### src/rtl/spi_mstr_pkg.sv
package spi_mstr_pkg;

   // How the divider code maps onto the SCK half period.
   typedef enum logic [0:0] {
      DIV_POW2   = 1'b0,   // half period = 2^code clocks
      DIV_LINEAR = 1'b1    // half period = code + 1 clocks
   } div_kind_e;

   // Width needed to hold the largest half period for a given code width.
   function automatic int half_width(input int code_w, input div_kind_e kind);
      if (kind == DIV_POW2) return (1 << code_w);
      else                  return code_w + 1;
   endfunction

endpackage

### src/rtl/spi_fall_sync.sv
// Brings an asynchronous active-low line into the clock domain and flags
// each falling edge of it for one cycle.
module spi_fall_sync #(
   parameter int STAGES = 2
) (
   input  logic clk,
   input  logic rst_n,
   input  logic async_in,
   output logic fell
);

   logic [STAGES-1:0] chain_q;
   logic              prev_q;

   if (STAGES < 2) begin : g_bad_stages
      $error("spi_fall_sync: STAGES must be at least 2");
   end

   always_ff @(posedge clk or negedge rst_n) begin
      if (!rst_n) begin
         chain_q <= '1;
         prev_q  <= 1'b1;
      end else begin
         chain_q <= {chain_q[STAGES-2:0], async_in};
         prev_q  <= chain_q[STAGES-1];
      end
   end

   assign fell = prev_q & ~chain_q[STAGES-1];

endmodule

### src/rtl/spi_clk_div.sv
// Produces one tick per SCK half period. The half period is captured at the
// start of each byte, so later changes to the code have no effect on it.
module spi_clk_div
   import spi_mstr_pkg::*;
#(
   parameter int        DIV_W    = 3,
   parameter div_kind_e DIV_KIND = DIV_POW2
) (
   input  logic             clk,
   input  logic             rst_n,
   input  logic             load,
   input  logic             run,
   input  logic [DIV_W-1:0] div_sel,
   output logic             tick
);

   localparam int HALF_W = half_width(DIV_W, DIV_KIND);

   logic [HALF_W-1:0] half_val;
   logic [HALF_W-1:0] half_q;
   logic [HALF_W-1:0] cnt_q;

   if (DIV_KIND == DIV_POW2) begin : g_pow2
      assign half_val = HALF_W'(1) << div_sel;
   end else begin : g_linear
      assign half_val = HALF_W'(div_sel) + HALF_W'(1);
   end

   always_ff @(posedge clk or negedge rst_n) begin
      if (!rst_n) begin
         half_q <= HALF_W'(1);
         cnt_q  <= '0;
      end else if (load) begin
         half_q <= half_val;
         cnt_q  <= '0;
      end else if (run) begin
         if (cnt_q == half_q - HALF_W'(1)) cnt_q <= '0;
         else                              cnt_q <= cnt_q + HALF_W'(1);
      end else begin
         cnt_q <= '0;
      end
   end

   assign tick = run & (cnt_q == half_q - HALF_W'(1));

endmodule

### src/rtl/spi_shift_unit.sv
// Serial engine: edge counter, shift register, sample latch and the
// registered SCK, MOSI and select outputs for all four clock modes.
module spi_shift_unit #(
   parameter int DATA_W = 8
) (
   input  logic              clk,
   input  logic              rst_n,
   input  logic              start,
   input  logic              abort,
   input  logic              tick,
   input  logic              cpol,
   input  logic              cpha,
   input  logic [DATA_W-1:0] tx_data,
   input  logic              miso,
   output logic              busy,
   output logic              sck,
   output logic              mosi,
   output logic              ss_n,
   output logic              finish,
   output logic [DATA_W-1:0] rx_final
);

   localparam int LAST   = 2 * DATA_W;
   localparam int EDGE_W = $clog2(LAST + 1);

   logic              busy_q;
   logic [EDGE_W-1:0] edge_q;
   logic [DATA_W-1:0] shreg_q;
   logic              smp_q;
   logic              mosi_q;
   logic              sck_q;
   logic              ss_q;
   logic              cpha_q;
   logic              at_end;
   logic              is_sample;

   assign at_end    = (edge_q == EDGE_W'(LAST));
   assign is_sample = (edge_q[0] == cpha_q);
   assign rx_final  = cpha_q ? {shreg_q[DATA_W-2:0], smp_q} : shreg_q;
   assign finish    = busy_q & tick & at_end;

   always_ff @(posedge clk or negedge rst_n) begin
      if (!rst_n) begin
         busy_q  <= 1'b0;
         edge_q  <= '0;
         shreg_q <= '0;
         smp_q   <= 1'b0;
         mosi_q  <= 1'b0;
         sck_q   <= 1'b0;
         ss_q    <= 1'b1;
         cpha_q  <= 1'b0;
      end else if (abort) begin
         busy_q  <= 1'b0;
         edge_q  <= '0;
         shreg_q <= '0;
         smp_q   <= 1'b0;
         sck_q   <= cpol;
         ss_q    <= 1'b1;
      end else if (start) begin
         busy_q  <= 1'b1;
         edge_q  <= '0;
         shreg_q <= tx_data;
         smp_q   <= 1'b0;
         cpha_q  <= cpha;
         sck_q   <= cpol;
         ss_q    <= 1'b0;
         if (!cpha) mosi_q <= tx_data[DATA_W-1];
      end else if (busy_q && tick) begin
         if (at_end) begin
            busy_q  <= 1'b0;
            ss_q    <= 1'b1;
            edge_q  <= '0;
            shreg_q <= rx_final;
         end else begin
            sck_q  <= ~sck_q;
            edge_q <= edge_q + EDGE_W'(1);
            if (is_sample) begin
               smp_q <= miso;
            end else if (cpha_q && edge_q == '0) begin
               mosi_q <= shreg_q[DATA_W-1];
            end else begin
               shreg_q <= {shreg_q[DATA_W-2:0], smp_q};
               mosi_q  <= shreg_q[DATA_W-2];
            end
         end
      end else if (!busy_q) begin
         sck_q <= cpol;
      end
   end

   assign busy = busy_q;
   assign sck  = sck_q;
   assign mosi = mosi_q;
   assign ss_n = ss_q;

endmodule

### src/rtl/spi_mstr_core.sv
// Byte-wide serial master with a collision flag and mode-fault detection.
module spi_mstr_core
   import spi_mstr_pkg::*;
#(
   parameter int        DATA_W      = 8,
   parameter int        DIV_W       = 3,
   parameter div_kind_e DIV_KIND    = DIV_POW2,
   parameter int        SYNC_STAGES = 2
) (
   input  logic              clk,
   input  logic              rst_n,
   input  logic              en,
   input  logic              mstr_set,
   input  logic              cpol,
   input  logic              cpha,
   input  logic [DIV_W-1:0]  div_sel,
   input  logic              irq_en,
   input  logic              wr_stb,
   input  logic [DATA_W-1:0] wr_data,
   input  logic              clr_done,
   input  logic              clr_wcol,
   input  logic              clr_fault,
   input  logic              ss_n_in,
   input  logic              miso,
   output logic              sck,
   output logic              mosi,
   output logic              ss_n_out,
   output logic              busy,
   output logic              master_mode,
   output logic [DATA_W-1:0] rx_data,
   output logic              done_flag,
   output logic              wcol_flag,
   output logic              fault_flag,
   output logic              irq
);

   if (DATA_W < 2 || DATA_W > 64) begin : g_bad_data_w
      $error("spi_mstr_core: DATA_W out of range 2..64");
   end
   if (DIV_W < 1 || DIV_W > 5) begin : g_bad_div_w
      $error("spi_mstr_core: DIV_W out of range 1..5");
   end

   logic              tick;
   logic              fell;
   logic              finish;
   logic              start;
   logic              abort;
   logic              fault_evt;
   logic              busy_i;
   logic [DATA_W-1:0] rx_final;

   logic              master_q;
   logic              fault_q;
   logic              done_q;
   logic              wcol_q;
   logic [DATA_W-1:0] rx_q;

   assign fault_evt = en & master_q & fell;
   assign abort     = ~en | fault_evt;
   assign start     = wr_stb & en & master_q & ~fault_q & ~busy_i & ~fault_evt;

   spi_fall_sync #(
      .STAGES (SYNC_STAGES)
   ) i_sel_sync (
      .clk      (clk),
      .rst_n    (rst_n),
      .async_in (ss_n_in),
      .fell     (fell)
   );

   spi_clk_div #(
      .DIV_W    (DIV_W),
      .DIV_KIND (DIV_KIND)
   ) i_div (
      .clk     (clk),
      .rst_n   (rst_n),
      .load    (start),
      .run     (busy_i),
      .div_sel (div_sel),
      .tick    (tick)
   );

   spi_shift_unit #(
      .DATA_W (DATA_W)
   ) i_shift (
      .clk      (clk),
      .rst_n    (rst_n),
      .start    (start),
      .abort    (abort),
      .tick     (tick),
      .cpol     (cpol),
      .cpha     (cpha),
      .tx_data  (wr_data),
      .miso     (miso),
      .busy     (busy_i),
      .sck      (sck),
      .mosi     (mosi),
      .ss_n     (ss_n_out),
      .finish   (finish),
      .rx_final (rx_final)
   );

   always_ff @(posedge clk or negedge rst_n) begin
      if (!rst_n) begin
         master_q <= 1'b0;
         fault_q  <= 1'b0;
         done_q   <= 1'b0;
         wcol_q   <= 1'b0;
         rx_q     <= '0;
      end else begin
         if (fault_evt)                 master_q <= 1'b0;
         else if (mstr_set && !fault_q) master_q <= 1'b1;

         if (fault_evt)      fault_q <= 1'b1;
         else if (clr_fault) fault_q <= 1'b0;

         if (!en)                     done_q <= 1'b0;
         else if (finish)             done_q <= 1'b1;
         else if (start || clr_done)  done_q <= 1'b0;

         if (!en)                     wcol_q <= 1'b0;
         else if (wr_stb && busy_i)   wcol_q <= 1'b1;
         else if (clr_wcol)           wcol_q <= 1'b0;

         if (finish) rx_q <= rx_final;
      end
   end

   assign busy        = busy_i;
   assign master_mode = master_q;
   assign fault_flag  = fault_q;
   assign done_flag   = done_q;
   assign wcol_flag   = wcol_q;
   assign rx_data     = rx_q;
   assign irq         = irq_en & done_q;

endmodule

### config.mk
export PLATFORM = sky130hd
export DESIGN_NAME = spi_mstr_core
export DESIGN_NICKNAME = d
export VERILOG_FILES = /design/src/rtl/spi_mstr_pkg.sv /design/src/rtl/spi_fall_sync.sv /design/src/rtl/spi_clk_div.sv /design/src/rtl/spi_shift_unit.sv /design/src/rtl/spi_mstr_core.sv
export SDC_FILE = /design/constraint.sdc
export NUM_CORES = 1
export LEC_CHECK = 0
export ABC_CLOCK_PERIOD_IN_PS = 4000
export BUFFER_PORTS_ARGS = -buffer_cell sky130_fd_sc_hd__buf_2
export CAP_MARGIN = 10
export CORE_AREA = 2 2 110 112
export CTS_BUF_LIST = sky130_fd_sc_hd__clkbuf_16
export CTS_CLUSTER_SIZE = 40
export DETAILED_ROUTE_END_ITERATION = 10
export DIE_AREA = 0 0 112 114
export PLACE_DENSITY = 0.44
export SLEW_MARGIN = 0
export SYNTH_ARGS = -nofsm -noshare
export SYNTH_HDL_FRONTEND = slang
export SYNTH_HIERARCHICAL = 1
export SYNTH_SLANG_ARGS = --single-unit
### constraint.sdc
create_clock -name clk -period 4 [get_ports clk]
set_clock_uncertainty 0.1 [all_clocks]
set_input_delay 0.2 -clock clk [delete_from_list [all_inputs] [get_ports clk]]
set_output_delay 0.2 -clock clk [all_outputs]
set_load 0.02 [all_outputs]
Word level (Yosys, flattened, before mapping) --
Index checks and enable logic that the tools add are counted.
Storage, ports and cells: RAM bits 0, bits in registers 50, output and inout bits 17, bits in read-only memories 0, bits in latches 0, input bits 24, logic and storage cells 121, memories 0
Operators by class: shifts and indexed selects 1, $mul 0, div/mod/pow operators 0, eq/ne operators 13, muxes and demuxes 48, $add $sub $neg 3, reduce and logical (&&, ||, !) cells 19, bitwise gates (word level) 20, magnitude comparators 0
Operators with widths (count):
- two-way mux 8 bit | 10
- two-way mux 1 bit | 34
- two-way mux 5 bit | 4
- AND 1 bit | 12
- nonzero test 3 bit | 3
- adder 8 x 1 -> 8 bit (second input constant) | 1
- equality test 8 bit | 1
- inequality test 4 x 3 -> 1 bit (second input constant) | 2
- inequality test 4 bit (second input constant) | 2
- << shifter 1 x 3 -> 8 bit (first input constant) | 1
- subtractor 8 x 1 -> 8 bit (second input constant) | 1
- inverter 1 bit | 7
- inequality test 2 bit (second input constant) | 3
- inequality test 3 x 1 -> 1 bit (second input constant) | 2
- AND reduction 2 bit | 3
- AND reduction 3 bit | 2
- nonzero test 2 bit | 3
- adder 5 x 1 -> 5 bit (second input constant) | 1
- equality test 5 bit (second input constant) | 1
- logical NOT 5 bit | 1
- AND reduction 5 bit | 1
- logical AND 1 bit | 4
- inequality test 3 bit (second input constant) | 1
- equality test 1 bit | 1
- other kinds (3) | 3

Longest topological paths before layout --
depth after elaboration 9, depth in mapped cells 13

By module --
The synthesis kept the hierarchy.
Modules (own cells, without submodules):
- spi_shift_unit | area each 1258.7 µm², instances 1, cells each 128, seq. area each 476.7 µm²
- spi_clk_div | area each 973.4 µm², instances 1, cells each 107, seq. area each 401.6 µm²
- spi_mstr_core | area each 516.7 µm², instances 1, cells each 39, seq. area each 300.3 µm²
- spi_fall_sync | area each 92.6 µm², instances 1, cells each 4, seq. area each 78.8 µm²

Worst setup path after synthesis --
No wires, ideal clock.
path type register to register, start register i_div.half_q[0], end register rx_q[0], in the netlist rx_data[0], library setup time 0.125 ns, data required time 3.775 ns, stages on the path, launching flop included 13, slack 0.981 ns, path buffers 2, arrival 2.795 ns, cells stage by stage dfstp_2 > inv_1 > ha_1 > nor2b_2 > and3_1 > a221oi_1 > and4_1 > buf_4 > and3_1 > nand2_1 > nor2_1 > buf_6 > mux2_2
Between the ends: word-level cells in the longest chain between the ends 5
Ends and longest elaborated chain:
- start: declaration | RTL line spi_clk_div.sv:20 | logic [HALF_W-1:0] half_q;
- start signal: assignment | RTL line spi_clk_div.sv:34 | half_q <= half_val;
- subtractor 8 x 1 -> 8 bit | RTL line spi_clk_div.sv:44 | assign tick = run & (cnt_q == half_q - HALF_W'(1));
- equality test 8 bit | RTL line spi_clk_div.sv:44
- AND 1 bit | RTL line spi_clk_div.sv:44
- via tick | RTL line spi_mstr_core.sv:44 | logic tick;
- AND 1 bit (2 in series) | RTL line spi_shift_unit.sv:40 | assign finish = busy_q & tick & at_end;
- via finish | RTL line spi_mstr_core.sv:46 | logic finish;
- end signal: assignment | RTL line spi_mstr_core.sv:126 | if (finish) rx_q <= rx_final;
- end: declaration | RTL line spi_mstr_core.sv:57 | logic [DATA_W-1:0] rx_q;
The timed path passes the listed nets, and every way through them passes these cells. A chain may end at the register's enable or synchronous reset.

Worst setup path after layout --
start register i_div.half_q[0], end register rx_q[7], in the netlist rx_data[7]
The elaborated chain is that of the path after synthesis.

==> impl_metrics.ini <==
[worst_setup_path]
crit_buf_inv = 3
path_delay_family = simple AND/OR/NAND/NOR gates
cp.required_ns = 4.08
crit_path_end_kind = flop
cp-start-kind = flop
path_cells = inv_1 -> ha_1 -> nor2b_2 -> and3_1 -> a221oi_1 -> and4_1 -> buf_4 -> and3_1 -> nand2_1 -> nor2_1 -> buf_4 -> mux2_2
slowest_delay_ns = 0.57
crit_slowest_cell = dfstp_2
cp.arrival_ns = 3.35
criticalPathCategory = reg2reg
worstPathMaxFanout = 11

[global_route]
grt_overflow = 0
grt_pass1_vias = 2107
grt_use_total_pct = 10.6
grt_max_degree = 43
antenna_found_initial = 0
grt_pass1_wl_um = 11000

[finish]
seq_area_um2 = 1260
layout_commonest_cell = dfrtp_1
fin_nets = 349
final.fill_count = 1260
drive_above_1_share_pct = 26.1
multi_input_area_um2 = 1440
diodes = 0
final_core_util_pct = 28.7
layout_common_cells = 45 x dfrtp_1, 40 x buf_2, 26 x nand2_1
syn_to_final_growth_pct = 18.2

[synth]
synth.distinct_cells = 59
ys_seq_area_share_pct = 44.3
ys_warn_count = 6
synth_enable_flop_cells = 0
synthArstFlopShare_pct = 100
ys.flop_type = dfrtp_1
synth.ff_latch_count = 50
syn_inst = 278
syn_avg_cell_area_um2 = 10.2
synth_fp_nets = 306
syn_area_um2 = 2840

[outcome]
status = completed

[timing]
fin_ws_ns = 0.734
tns_ns = 0
slew_violations = 0
fmax_mhz = 306
finalSetupViolCount = 0
fin_hold_ws_ns = 0.0395
tightest_slew_ns = 0.919
rsz0062_at_grt = false
period_needed_ns = 3.27
period_share_pct = 81.6
finalHoldViolCount = 0
slew_headroom_pct = 38.7

[floorplan]
die_area_um2 = 12800
die_h_um = 114
dieWidth_um = 112
num_rows = 40
initial_utilization_pct = 24.3
core_um2 = 11700
ioPinCount = 41

[cts]
postCtsSetupBuffers = 0
cts_sinks = 50
h-tree-depth = 2
cts_tree = done
root_buffer = clkbuf_16
cts.clk_slew.worst_paths_ns = 0.07
clkLatencyLatePin_ns = 0.29
cts_made_buffers = 5
clock_path_buffers = 2

[route]
avgViaCountPerCell = 4.65
drt-pass1-iter-count = 4
drc_errors = 0
drt_wl_total_um = 6590
drt-initial-drc-count = 122
vias = 2182
ant_nets = 0
wl_per_cell_um = 14.0

[place]
hpwlAfterDp_um = 4600
io_buffers = 40
dpl_worst_slack_ns = 0.712
place.gp.congestion = 0.760

[job]
drv_cap = 0

[power]
peakVddDrop_mv = 0.202
seqPwrFrac_pct = 45.2
leakage_nw = 1.50
netSwitchingFraction_pct = 31.5
pwr-share-clk_pct = 34.8
power.switching_mw = 0.409
powerDensity_nw_per_um2 = 387
internal_power_mw = 0.890
comb_power_share_pct = 20.0

[min_path]
min_path_type = in2reg
[final timing paths]
kind	startpoint	end	slack [ns]	cells after the start
min in group asynchronous	rst_n	i_div/half_q[7]	0.19	2
worst max-delay path	i_div/half_q[0]	rx_data[7]	0.73	12
max in group asynchronous	rst_n	i_shift/ss_n	2.80	3
worst max register to register	i_div/half_q[0]	rx_data[7]	0.73	12
worst min-delay path	div_sel[0]	i_div/half_q[0]	0.04	2
worst min register to register	i_sel_sync/chain_q[0]	i_sel_sync/chain_q[1]	0.26	0
[cells in the mapped netlist (6+ instances only)]
cell	instances	area, um2
nand3_1	10	50.1
o22ai_1	6	37.5
nand2b_1	8	50.1
dfrtp_1	45	1130
a22o_1	8	70.1
mux2i_1	11	110
mux2_2	16	180
xnor2_1	11	96.3
nand2_1	26	97.6
o21ai_0	11	55.1
nor2_1	10	37.5
inv_1	17	63.8
xor2_1	6	52.6
a21oi_1	15	75.1
[state kept, by name (all words and copies together), names as in the netlist]
name,flops
i_div/cnt_q,8
i_div/half_q,8
i_shift/shreg_q,8
rx_data,8
i_shift/edge_q,5
i_sel_sync/chain_q,2
done_flag,1
fault_flag,1
i_sel_sync/prev_q,1
i_shift/busy,1
i_shift/cpha_q,1
i_shift/mosi,1
i_shift/sck,1
i_shift/smp_q,1
i_shift/ss_n,1
master_mode,1
wcol_flag,1
[power groups by stage]
stage          clock network [mW]  registers [mW]  logic [mW]
4_1_cts                     0.475           0.588       0.261
3_3_place_gp                    0           0.598       0.260
5_1_grt                     0.494           0.593       0.291
2_1_floorplan                   0           0.585       0.189
3_5_place_dp                    0           0.598       0.258
6_report                    0.452           0.587       0.260
[cell families after synthesis]
family | Yosys count | share of synthesized area, %
simple gates | 89 | 17.7
fa+ha+maj | 4 | 1.76
buf+inv | 28 | 5.11
flops | 50 | 44.3
xor+xnor | 17 | 5.24
mux | 27 | 10.2
compound gates | 63 | 15.7
[timing repair]
item / in CTS / in global routing
hold buffers: 3 / 0
resized for setup: 0 / 0
endpoints found under the hold margin: 10 / 0
[per-stage QoR]
step / power [mW] / cell area (um2) / instances
6_report: 1.30 / 3360 / 469
3_3_place_gp: 0.858 / 3170 / 458
4_1_cts: 1.32 / 3360 / 469
5_1_grt: 1.38 / 3360 / 469
2_1_floorplan: 0.775 / 2840 / 278
3_5_place_dp: 0.856 / 3170 / 458
[cell type report]
type	instances	share of cell area (%)
sequential	50	37.4
inverter	17	1.90
clock inverter	3	0.857
timing repair buffer	47	7.75
tap	147	5.48
multi-input combinational	200	42.8
clock buffer	5	3.73
[metal layers]
layer / track usage, % / wire length, um / vias up
met2: 16.2 / 2940 / 39
met3: 2.60 / 256 / 6
met5: 0 / 0 / -
met4: 2.85 / 67 / 0
met1: 15.1 / 3330 / 1052
li1: - / - / 1085
[worst register-to-register path, delay by kind of cell (launching register included)]
| family | cells | cell delay, ns |
|---|---|---|
| buffers and inverters | 3 | 0.45 |
| muxes | 1 | 0.35 |
| AOI/OAI and AO/OA | 1 | 0.22 |
| adders and majority gates | 1 | 0.26 |
| DFF | 1 | 0.57 |
| and+or+nand+nor | 6 | 1.21 |
(Power assumes the default switching activity.)
